File: config.mk
export PLATFORM = sky130hd
export DESIGN_NAME = frt_cc_top
export DESIGN_NICKNAME = d
export VERILOG_FILES = /design/src/rtl/frt_pkg.sv /design/src/rtl/frt_timebase.sv /design/src/rtl/frt_cmp_chan.sv /design/src/rtl/frt_cap_chan.sv /design/src/rtl/frt_cc_top.sv
export SDC_FILE = /design/constraint.sdc
export NUM_CORES = 1
export LEC_CHECK = 0
export BUFFER_PORTS_ARGS = -buffer_cell sky130_fd_sc_hd__buf_2
export CAP_MARGIN = 20
export CORE_MARGIN = 4
export CORE_UTILIZATION = 45
export DETAILED_ROUTE_END_ITERATION = 10
export GPL_ROUTABILITY_DRIVEN = 1
export GPL_TIMING_DRIVEN = 0
export HOLD_SLACK_MARGIN = 0.12
export SYNTH_ARGS = -nofsm -noshare
export SYNTH_HDL_FRONTEND = slang
export SYNTH_SLANG_ARGS = --single-unit
export TNS_END_PERCENT = 10
File: constraint.sdc
create_clock -name clk -period 7.6 [get_ports clk]
set_input_delay 2.28 -clock clk [delete_from_list [all_inputs] [get_ports clk]]
set_output_delay 2.28 -clock clk [all_outputs]
set_load 0.005 [all_outputs]
File: src/rtl/frt_pkg.sv
// Shared constants for the free-running timer block: register addresses,
// control bit positions and the capture edge-select encoding.
package frt_pkg;
    localparam int CNT_W        = 16;
    localparam int BUS_W        = 16;
    localparam int ADR_W        = 5;
    localparam int SEL_W        = 2;

    localparam int ADR_CTRL     = 0;
    localparam int ADR_COUNT    = 1;
    localparam int ADR_CMP_IE   = 2;
    localparam int ADR_CMP_FLAG = 3;
    localparam int ADR_CAP_CFG  = 4;
    localparam int ADR_CAP_FLAG = 5;
    localparam int ADR_PINS     = 6;
    localparam int ADR_CMP_BASE = 8;
    localparam int ADR_CAP_BASE = 16;

    localparam int CTRL_HALT    = 0;
    localparam int CTRL_ZERO    = 1;
    localparam int CTRL_M0WRAP  = 2;
    localparam int CTRL_PS_LO   = 4;
    localparam int CAP_IE_LO    = 8;

    typedef enum logic [1:0] {
        EDGE_OFF  = 2'b00,
        EDGE_RISE = 2'b01,
        EDGE_FALL = 2'b10,
        EDGE_BOTH = 2'b11
    } edge_sel_e;
endpackage

File: src/rtl/frt_timebase.sv
// Prescaler and 16-bit up counter.
// The counter steps once per prescaled tick while running. It is zeroed by
// a clear request, and it can wrap to 0 after matching channel 0's value.
// Assumes clr_req and ps_restart are single-cycle strobes from the register
// block. step is high for the one cycle after the count was moved by a tick.
module frt_timebase #(
    parameter int CNT_W = 16,
    parameter int SEL_W = 2
) (
    input  logic             clk,
    input  logic             rst_n,
    input  logic             halt,
    input  logic             clr_req,
    input  logic             ps_restart,
    input  logic [SEL_W-1:0] ps_sel,
    input  logic             preset_we,
    input  logic [CNT_W-1:0] preset_val,
    input  logic             m0_wrap_en,
    input  logic [CNT_W-1:0] m0_val,
    output logic [CNT_W-1:0] count,
    output logic             step
);
    localparam int PS_W = (1 << SEL_W) - 1;

    logic [PS_W-1:0] ps_q;
    logic [PS_W:0]   ps_one;
    logic [PS_W-1:0] ps_mask;
    logic [CNT_W-1:0] cnt_q;
    logic            tick;
    logic            wrap0;

    // Prescale mask: the low ps_sel bits of the prescaler must all be set
    always_comb begin
        ps_one  = (PS_W+1)'(1) << ps_sel;
        ps_mask = PS_W'(ps_one - (PS_W+1)'(1));
    end

    // Tick and wrap conditions for this cycle
    always_comb begin
        tick  = !halt && !ps_restart && !clr_req && ((ps_q & ps_mask) == ps_mask);
        wrap0 = m0_wrap_en && (cnt_q == m0_val);
    end

    // Prescaler: restarts on any control write, runs while not halted
    always_ff @(posedge clk) begin
        if (!rst_n)                    ps_q <= '0;
        else if (clr_req || ps_restart) ps_q <= '0;
        else if (!halt)                 ps_q <= ps_q + 1'b1;
    end

    // Counter: clear, tick with optional wrap, or preset while halted
    always_ff @(posedge clk) begin
        if (!rst_n) begin
            cnt_q <= '0;
            step  <= 1'b0;
        end else begin
            step <= tick;
            if (clr_req)                 cnt_q <= '0;
            else if (tick)               cnt_q <= wrap0 ? '0 : cnt_q + 1'b1;
            else if (preset_we && halt)  cnt_q <= preset_val;
        end
    end

    assign count = cnt_q;

    assert_count_hold_R3: assert property (@(posedge clk) disable iff (!rst_n)
        (halt && !clr_req && !preset_we) |=> $stable(cnt_q));

    assert_count_step_R2: assert property (@(posedge clk) disable iff (!rst_n)
        (tick && !wrap0) |=> (cnt_q == CNT_W'($past(cnt_q) + 1'b1)));

    assert_m0_wrap_R6: assert property (@(posedge clk) disable iff (!rst_n)
        (tick && wrap0) |=> (cnt_q == '0));

    assert_clear_R4: assert property (@(posedge clk) disable iff (!rst_n)
        clr_req |=> (cnt_q == '0) && !step);
endmodule

File: src/rtl/frt_cmp_chan.sv
// One compare channel: a match value, a toggling pin and a sticky flag.
// A match is counted only on the cycle after the timebase stepped, so a
// halted or preset counter never toggles the pin. A flag set beats a
// clearing write that lands in the same cycle.
module frt_cmp_chan #(
    parameter int CNT_W = 16
) (
    input  logic             clk,
    input  logic             rst_n,
    input  logic [CNT_W-1:0] count,
    input  logic             step,
    input  logic             val_we,
    input  logic [CNT_W-1:0] wdata,
    input  logic             flag_we,
    input  logic             flag_wbit,
    output logic [CNT_W-1:0] cmp_val,
    output logic             pin,
    output logic             flag
);
    logic match;

    // Match when the count has just stepped onto the compare value
    always_comb match = step && (count == cmp_val);

    // Compare value register
    always_ff @(posedge clk) begin
        if (!rst_n)      cmp_val <= '0;
        else if (val_we) cmp_val <= wdata;
    end

    // Output pin inverts on every match
    always_ff @(posedge clk) begin
        if (!rst_n)     pin <= 1'b0;
        else if (match) pin <= ~pin;
    end

    // Sticky flag: set on match, cleared by writing 0
    always_ff @(posedge clk) begin
        if (!rst_n)                      flag <= 1'b0;
        else if (match)                  flag <= 1'b1;
        else if (flag_we && !flag_wbit)  flag <= 1'b0;
    end

    assert_pin_toggle_R5: assert property (@(posedge clk) disable iff (!rst_n)
        match |=> (pin != $past(pin)));

    assert_pin_quiet_R5: assert property (@(posedge clk) disable iff (!rst_n)
        !match |=> $stable(pin));

    assert_flag_set_wins_R8: assert property (@(posedge clk) disable iff (!rst_n)
        match |=> flag);
endmodule

File: src/rtl/frt_cap_chan.sv
// One capture channel: a two-stage pin synchroniser, an edge detector
// controlled by the edge select, a capture register and a sticky flag.
// Assumes the pin holds each level for at least four clocks. A flag set
// beats a clearing write that lands in the same cycle.
module frt_cap_chan #(
    parameter int CNT_W = 16
) (
    input  logic             clk,
    input  logic             rst_n,
    input  logic             pin_in,
    input  logic [1:0]       edge_sel,
    input  logic [CNT_W-1:0] count,
    input  logic             flag_we,
    input  logic             flag_wbit,
    output logic [CNT_W-1:0] cap_val,
    output logic             flag
);
    import frt_pkg::*;

    logic sync1, sync2, prev;
    logic rise, fall, evt;

    // Synchronise the pin and keep the previous level
    always_ff @(posedge clk) begin
        if (!rst_n) begin
            sync1 <= 1'b0;
            sync2 <= 1'b0;
            prev  <= 1'b0;
        end else begin
            sync1 <= pin_in;
            sync2 <= sync1;
            prev  <= sync2;
        end
    end

    // Edge detection filtered by the selected edge kind
    always_comb begin
        rise = sync2 && !prev;
        fall = !sync2 && prev;
        evt  = (edge_sel[0] && rise) || (edge_sel[1] && fall);
    end

    // Capture register latches the count on a selected edge
    always_ff @(posedge clk) begin
        if (!rst_n)   cap_val <= '0;
        else if (evt) cap_val <= count;
    end

    // Sticky flag: set on capture, cleared by writing 0
    always_ff @(posedge clk) begin
        if (!rst_n)                     flag <= 1'b0;
        else if (evt)                   flag <= 1'b1;
        else if (flag_we && !flag_wbit) flag <= 1'b0;
    end

    assert_capture_latch_R7: assert property (@(posedge clk) disable iff (!rst_n)
        evt |=> (cap_val == $past(count)));

    assert_capture_off_R7: assert property (@(posedge clk) disable iff (!rst_n)
        (edge_sel == EDGE_OFF) |=> $stable(cap_val));

    assert_capture_flag_wins_R8: assert property (@(posedge clk) disable iff (!rst_n)
        evt |=> flag);
endmodule

File: src/rtl/frt_cc_top.sv
// Free-running timer top: register bus decode, control and enable
// registers, one timebase, the compare channels and the capture channels.
// Writes take effect on the clock edge where bus_wr is high. Read data is
// a combinational function of bus_addr.
module frt_cc_top #(
    parameter int N_CMP = 8,
    parameter int N_CAP = 4
) (
    input  logic                        clk,
    input  logic                        rst_n,
    input  logic                        bus_wr,
    input  logic [frt_pkg::ADR_W-1:0]   bus_addr,
    input  logic [frt_pkg::BUS_W-1:0]   bus_wdata,
    output logic [frt_pkg::BUS_W-1:0]   bus_rdata,
    input  logic [N_CAP-1:0]            cap_in,
    output logic [N_CMP-1:0]            cmp_out,
    output logic [N_CMP-1:0]            cmp_irq,
    output logic [N_CAP-1:0]            cap_irq
);
    import frt_pkg::*;

    localparam int EDGE_BITS = 2 * N_CAP;

    logic             halt_q, m0wrap_q;
    logic [SEL_W-1:0] ps_sel_q;
    logic [N_CMP-1:0] cmp_ie_q;
    logic [EDGE_BITS-1:0] cap_edge_q;
    logic [N_CAP-1:0] cap_ie_q;

    logic             wr_ctrl, wr_count, wr_cmp_flag, wr_cap_flag;
    logic             clr_req;
    logic [CNT_W-1:0] count;
    logic             step;

    logic [CNT_W-1:0] cmp_val [N_CMP];
    logic [N_CMP-1:0] cmp_flag;
    logic [CNT_W-1:0] cap_val [N_CAP];
    logic [N_CAP-1:0] cap_flag;

    // Write strobes for the shared registers
    always_comb begin
        wr_ctrl     = bus_wr && (int'(bus_addr) == ADR_CTRL);
        wr_count    = bus_wr && (int'(bus_addr) == ADR_COUNT);
        wr_cmp_flag = bus_wr && (int'(bus_addr) == ADR_CMP_FLAG);
        wr_cap_flag = bus_wr && (int'(bus_addr) == ADR_CAP_FLAG);
        clr_req     = wr_ctrl && bus_wdata[CTRL_ZERO];
    end

    // Control register: halt, period-from-channel-0, prescale select
    always_ff @(posedge clk) begin
        if (!rst_n) begin
            halt_q   <= 1'b0;
            m0wrap_q <= 1'b0;
            ps_sel_q <= '0;
        end else if (wr_ctrl) begin
            halt_q   <= bus_wdata[CTRL_HALT];
            m0wrap_q <= bus_wdata[CTRL_M0WRAP];
            ps_sel_q <= bus_wdata[CTRL_PS_LO +: SEL_W];
        end
    end

    // Interrupt enable and capture edge configuration registers
    always_ff @(posedge clk) begin
        if (!rst_n) begin
            cmp_ie_q   <= '0;
            cap_edge_q <= '0;
            cap_ie_q   <= '0;
        end else if (bus_wr) begin
            if (int'(bus_addr) == ADR_CMP_IE)  cmp_ie_q <= bus_wdata[N_CMP-1:0];
            if (int'(bus_addr) == ADR_CAP_CFG) begin
                cap_edge_q <= bus_wdata[EDGE_BITS-1:0];
                cap_ie_q   <= bus_wdata[CAP_IE_LO +: N_CAP];
            end
        end
    end

    frt_timebase #(.CNT_W(CNT_W), .SEL_W(SEL_W)) timebase_i (
        .clk        (clk),
        .rst_n      (rst_n),
        .halt       (halt_q),
        .clr_req    (clr_req),
        .ps_restart (wr_ctrl),
        .ps_sel     (ps_sel_q),
        .preset_we  (wr_count),
        .preset_val (bus_wdata[CNT_W-1:0]),
        .m0_wrap_en (m0wrap_q),
        .m0_val     (cmp_val[0]),
        .count      (count),
        .step       (step)
    );

    for (genvar gi = 0; gi < N_CMP; gi++) begin : g_cmp
        frt_cmp_chan #(.CNT_W(CNT_W)) cmp_i (
            .clk       (clk),
            .rst_n     (rst_n),
            .count     (count),
            .step      (step),
            .val_we    (bus_wr && (int'(bus_addr) == ADR_CMP_BASE + gi)),
            .wdata     (bus_wdata[CNT_W-1:0]),
            .flag_we   (wr_cmp_flag),
            .flag_wbit (bus_wdata[gi]),
            .cmp_val   (cmp_val[gi]),
            .pin       (cmp_out[gi]),
            .flag      (cmp_flag[gi])
        );
    end

    for (genvar gj = 0; gj < N_CAP; gj++) begin : g_cap
        frt_cap_chan #(.CNT_W(CNT_W)) cap_i (
            .clk       (clk),
            .rst_n     (rst_n),
            .pin_in    (cap_in[gj]),
            .edge_sel  (cap_edge_q[2*gj +: 2]),
            .count     (count),
            .flag_we   (wr_cap_flag),
            .flag_wbit (bus_wdata[gj]),
            .cap_val   (cap_val[gj]),
            .flag      (cap_flag[gj])
        );
    end

    // Interrupt lines gate each flag with its enable
    always_comb begin
        cmp_irq = cmp_flag & cmp_ie_q;
        cap_irq = cap_flag & cap_ie_q;
    end

    // Read multiplexer
    always_comb begin
        bus_rdata = '0;
        case (int'(bus_addr))
            ADR_CTRL: begin
                bus_rdata[CTRL_HALT]             = halt_q;
                bus_rdata[CTRL_M0WRAP]           = m0wrap_q;
                bus_rdata[CTRL_PS_LO +: SEL_W]   = ps_sel_q;
            end
            ADR_COUNT:    bus_rdata[CNT_W-1:0] = count;
            ADR_CMP_IE:   bus_rdata[N_CMP-1:0] = cmp_ie_q;
            ADR_CMP_FLAG: bus_rdata[N_CMP-1:0] = cmp_flag;
            ADR_CAP_CFG: begin
                bus_rdata[EDGE_BITS-1:0]         = cap_edge_q;
                bus_rdata[CAP_IE_LO +: N_CAP]    = cap_ie_q;
            end
            ADR_CAP_FLAG: bus_rdata[N_CAP-1:0] = cap_flag;
            ADR_PINS:     bus_rdata[N_CMP-1:0] = cmp_out;
            default: begin
                for (int i = 0; i < N_CMP; i++)
                    if (int'(bus_addr) == ADR_CMP_BASE + i) bus_rdata[CNT_W-1:0] = cmp_val[i];
                for (int j = 0; j < N_CAP; j++)
                    if (int'(bus_addr) == ADR_CAP_BASE + j) bus_rdata[CNT_W-1:0] = cap_val[j];
            end
        endcase
    end

    assert_irq_needs_enable_R9: assert property (@(posedge clk) disable iff (!rst_n)
        (cap_ie_q == '0) |-> (cap_irq == '0));
endmodule

# [After elaboration in Yosys (flattened, before gate mapping)]
# Cells that the tools add are included.
[classes] n_addsub=3 n_eq_ne=32 n_shift=1 mux=47 bitwise_logic=12 n_reduce_logical=100
[op_table] cell="$mux 16" n=15
[op_table] cell="$eq 16x16->1" n=8
[op_table] cell="$eq 5x5->1 const B" n=12
[op_table] cell="$logic_and 1x1->1" n=54
[op_table] cell="$pmux 1 s7" n=4
[op_table] cell="$reduce_bool 2->1" n=13
[op_table] cell="$eq 5x3->1 const B" n=5
[op_table] cell="$mux 1" n=24
[op_table] cell="$logic_not 1->1" n=19
[op_table] cell="$add 16x1->16 const B" n=1
[op_table] cell="$eq 5x2->1 const B" n=3
[op_table] cell="$pmux 2 s7" n=1
[op_table] cell="$pmux 2 s6" n=1
[op_table] cell="$pmux 4 s3" n=1
[op_table] cell="$eq 5x4->1 const B" n=2
[op_table] cell="$logic_not 5->1" n=2
[op_table] cell="$not 1->1" n=9
[op_table] cell="$and 8x8->8" n=1
[op_table] cell="$pmux 4 s2" n=1
[op_table] cell="$reduce_or 2->1" n=3
[op_table] cell="$reduce_or 6->1" n=1
[op_table] cell="$eq 5x1->1 const B" n=1
[op_table] cell="$logic_or 1x1->1" n=5
[op_table] cell="$reduce_or 5->1" n=1
[op_table] cell="7 further kinds" n=8
[word_totals] reg_bits=268 output_inout_bits=36 word_cells=248

# [Longest topological paths before layout]
[depth] depth_word=14 mapped_depth=10 depth_no_buf=6

# [Modules after synthesis]
# Synthesis repeated with hierarchy kept, for this count alone.
[unflattened] hier_cells=1647 hier_area_um2=14876.8
[by_module_without_submodules] module="frt_cmp_chan" instances=8 cells_per_inst=84 area_each_um2=829.5 seq_area_each_um2=360.3
[by_module_without_submodules] module="frt_cc_top" instances=1 cells_per_inst=470 area_each_um2=3698.5 seq_area_each_um2=480.5
[by_module_without_submodules] module="frt_cap_chan" instances=4 cells_per_inst=83 area_each_um2=778.2 seq_area_each_um2=400.4
[by_module_without_submodules] module="frt_timebase" instances=1 cells_per_inst=173 area_each_um2=1428.9 seq_area_each_um2=400.4

# [Least setup slack after synthesis]
# No wires, ideal clock.
[synth_timing] path_kind="input to output" start="in bus_addr[3] (netlist bit)" end="out bus_rdata[2] (netlist bit)" arrival_time_ps=3836 slack_ps=1484 path_stages=6 path_cell_list="clkbuf_1 > or3b_2 > buf_2 > nor2_1 > a21oi_1 > a221o_1"
[synth_between] elab_chain_len=14 elab_cells_between_ends=32 cone_classes="eq/ne (18); mux (13); reduce/logical (1)"
[synth_lines] element="start, declared" line_no="frt_cc_top.sv:12" rtl="input logic [frt_pkg::ADR_W-1:0] bus_addr,"
[synth_lines] element="$eq 5x5->1" line_no="frt_cc_top.sv:148" rtl="if (int'(bus_addr) == ADR_CMP_BASE + i) bus_rdata[CNT_W-1:0] = cmp_val[i];"
[synth_lines] element="$mux 16 (8 in series)" line_no="frt_cc_top.sv:148"
[synth_lines] element="$mux 16 (4 in series)" line_no="frt_cc_top.sv:150" rtl="if (int'(bus_addr) == ADR_CAP_BASE + j) bus_rdata[CNT_W-1:0] = cap_val[j];"
[synth_lines] element="$pmux 1 s7 (*)" line_no="frt_cc_top.sv:131" rtl="case (int'(bus_addr))"
[synth_lines] element="end, declared" line_no="frt_cc_top.sv:14" rtl="output logic [frt_pkg::BUS_W-1:0] bus_rdata,"
# Every way passes the cells marked *; elsewhere a longest branch is shown, timed or not.

# [Worst setup path after layout]
[layout_timing] start="in bus_addr[0] (netlist bit)" end="out bus_rdata[10] (netlist bit)"
[layout_between] elab_chain_len=14 elab_cells_between_ends=33 cone_classes="eq/ne (18); mux (13); reduce/logical (2)"
[layout_lines] element="$eq 5x5->1" line_no="frt_cc_top.sv:148"
[layout_lines] element="$mux 16 (8 in series)" line_no="frt_cc_top.sv:148"
[layout_lines] element="$mux 16 (4 in series)" line_no="frt_cc_top.sv:150"
[layout_lines] element="$pmux 4 s3 (*)" line_no="frt_cc_top.sv:131"
# Marks and branches as above.

==> summary.md <==
| Metric | Value |
|---|---|
| Syn_nets | `~1700` |
| Die Ht | `~190 microns` |
| RSZ-0062 raised after global routing | `false` |
| Total Routing Usage GR | `35.2%` |
| Most numerous cell in the Yosys netlist | `nand2_1` |
| Period Utilization, post-route | `99.5%` |
| Root Buffer | `clkbuf_16` |
| Max-slew violations | `0` |
| WL final | `63.9 mm` |
| Routed len/inst | `between 20 and 30 microns` |
| DP Worst Slack | `-0.0576 ns` |
| Warnings from Yosys | `0` |
| Ratio of cells with drive above 1 in the final layout | `between 10% and 20%` |
| Nets@finish | `between 1500 and 2000` |
| Port-buffer cells | `55` |
| Overall power | `between 3 and 4 mW` |
| Starting Density | `about 46%` |
| Post-DRT Antenna Nets | `0` |
| Relative slew slack | `between 20% and 30%` |
| CP Launch Type | `primary input` |
| Period minus WS final | `7.56 ns` |
| Post-synthesis sequential area ratio | `37.0%` |
| Unique cell type count in the Yosys netlist | `65` |
| Ys async rst share | `0%` |
| Final setup vio count | `0` |
| DRC viols | `0` |
| Grt ovf | `0` |
| Setup crit end kind | `output port` |
| Largest net degree at the start of global routing | `20` |
| Post_cts resized | `0` |
| Synth cell count leaders | `nand2_1, dfxtp_1, a21boi_0, xnor2_1, mux2i_1` |
| Ranking of synthesized cells by area | `dfxtp_1, nand2_1, a21boi_0, mux2i_1, xnor2_1` |
| Req. time, crit path | `between 5 and 6 ns` |
| Arrival time worst endpoint | `roughly 5.3 ns` |
| Post-synthesis average cell area | `roughly 8.5 sq um` |
| Die Area | `35200 sq um` |
| Hold Crit Class | `register to register` |
| Number of synthesized flops with an enable pin | `0` |
| Cell Area, Synth | `about 15000 sq um` |
| Bufs on Longest Clock Path | `3` |
| Dominant synthesized flop cell | `dfxtp_1` |
| TritonRoute pass-1 iters | `5` |
| Row cnt | `65` |
| CTS tree | `done` |
| Post-synth top area share | `between 30% and 40%` |
| Crit path max fanout | `10` |
| Clock Pin Slew Worst Setup and Hold Paths | `roughly 0.060 ns` |
| Clock sink count | `approximately 270` |
| First-pass GRT wire length | `91.8 mm` |
| Initial drt markers | `between 1500 and 2000` |
| Number of global-route vias before repair | `around 13000` |
| Final HPWL DP | `between 40 and 50 mm` |
| H-tree levels | `1` |
| Pleak | `5.63 nW` |
| Core area | `roughly 32000 sq um` |
| Clock latency on the worst-skew pair | `~0.58 ns` |
| VDD IR max | `approximately 0.18 mV` |
| Detailed-route via count | `13500` |
| Setup WS post-layout | `~0.036 ns` |
| Top-level I/O count | `between 60 and 70` |
| Hold-fix buffers, CTS | `0` |
| Initial antenna violation count | `4` |
| CTS buffer count | `31` |
| Routability cong. | `approximately 1.0` |
| Antenna cell count | `0` |
| Setup Skew | `0.00913 ns` |
| Worst Tran Pin Value | `approximately 1.2 ns` |
| #FFs+latches synth | `between 200 and 300` |
| Cell taking the most area after synthesis | `dfxtp_1` |
| Pwr/cell area | `~210 nW/um^2` |
| Setup CP Type | `primary input to output port` |
| Cell count after synthesis | `1710` |
| Fin. Hold Viols | `0` |
| Via-to-Cell Ratio | `6.08` |
| Status | `finished, final reports clean` |
| Max-Cap Viols | `0` |
| Area growth, synth to finish | `12.6%` |
| Chip Width | `188 microns` |
| Fmax | `between 100 and 150 MHz` |
## where the power goes
group          switching, mW  total, mW  internal, mW
Sequential            0.0290       1.46          1.43
Combinational          0.269      0.414         0.144
Clock                  0.626       1.53         0.900
Total                  0.925       3.40          2.48
## critical path, cell delays in order
cell and delay, ns:
buf_6 0.15, buf_2 0.35, buf_2 0.50, buf_2 0.54
mux2i_1 0.21, o21ai_0 0.30, o21ai_0 0.20, o31ai_1 0.51
buf_2 0.21
## worst paths after layout
path	startpoint	to	slack (ns)	depth (start not counted)
worst max-delay path	bus_addr[0]	bus_rdata[10]	0.04	9
worst min-delay path	g_cap[2].cap_i.sync1	g_cap[2].cap_i.sync2	0.44	1
worst max register to register	timebase_i.count[11]	g_cmp[5].cmp_i.pin	4.56	7
worst min register to register	g_cap[2].cap_i.sync1	g_cap[2].cap_i.sync2	0.44	1
## state kept, by name, summed over array words and instances, names as in the netlist, 3 cells and up
| register | count |
|---|---|
| g_cap.cap_i.flag | 4 |
| g_cap.cap_i.sync1 | 4 |
| cap_edge_q | 8 |
| g_cmp.cmp_i.flag | 8 |
| cmp_ie_q | 8 |
| timebase_i.ps_q | 3 |
| g_cap.cap_i.sync2 | 4 |
| g_cmp.cmp_i.pin | 8 |
| cap_ie_q | 4 |
| timebase_i.count | 16 |
| g_cap.cap_i.prev | 4 |
| g_cmp.cmp_i.cmp_val | 128 |
| g_cap.cap_i.cap_val | 64 |
## cells in the final DEF (no fill, tap or decap), types with 18 or more instances in the layout
| cell type | instances |
|---|---|
| buf_1 | 18 |
| nor2b_1 | 84 |
| nand3_1 | 32 |
| nand2_1 | 317 |
| clkbuf_16 | 31 |
| nand4_1 | 33 |
| o21ai_0 | 40 |
| a21boi_0 | 149 |
| nor2_1 | 64 |
| and2_1 | 36 |
| a21oi_1 | 55 |
| xor2_1 | 30 |
| buf_2 | 82 |
| mux2i_1 | 104 |
| o21a_1 | 18 |
| mux4_2 | 20 |
| dfxtp_1 | 268 |
| clkbuf_1 | 104 |
| xnor2_1 | 111 |
## final cells by class
| cell class | count | area (sq um) |
|---|---|---|
| Fill cell | 3154 | 15400 |
| Multi-Input combinational cell | 1265 | 8380 |
| Sequential cell | 268 | 5370 |
| Clock buffer | 42 | 877 |
| Buffer | 159 | 706 |
| Tap cell | 402 | 503 |
| Timing Repair Buffer | 59 | 313 |
| Clock inverter | 11 | 140 |
| Inverter | 16 | 60.1 |
## stage by stage
| step | setup TNS [ns] | util, % | hold WS, ns | std cells | instance area, sq um |
|---|---|---|---|---|---|
| CTS | 0 | 51.5 | 0.435 | 2222 | 16300 |
| global placement | -0.0708 | 48.2 | 0.413 | 2167 | 15300 |
| global route | 0 | 51.5 | 0.435 | 2222 | 16300 |
| detailed placement | -0.0576 | 48.3 | 0.418 | 2170 | 15300 |
| floorplan | 0 | - | 0.412 | 1710 | 14500 |
| finish | 0 | 51.5 | 0.436 | 2222 | 16300 |
## metal layers
layer	vias up	routed length, microns	track usage [%]
li1	6039	-	-
met1	6521	26200	46.9
met2	749	27700	55.2
met3	208	5760	6.01
met4	0	4250	17.9
met5	-	0	0
## cells by family after synthesis
logic type                 count (synthesis)  share of synthesized area (%)
muxes                                    131                           10.8
AOI/OAI and AO/OA                        365                           17.7
and+or+nand+nor                          626                           20.5
adders and majority gates                  2                          0.172
buffers and inverters                    177                           5.33
DFF                                      268                           37.0
xor gates and xnor gates                 141                           8.51
## what timing repair did
item	in CTS	in global routing
endpoints found under the setup margin	1	2
pin swaps	0	0
buffers inserted	0	0
No activity file was read; power rests on OpenSTA's default activity.
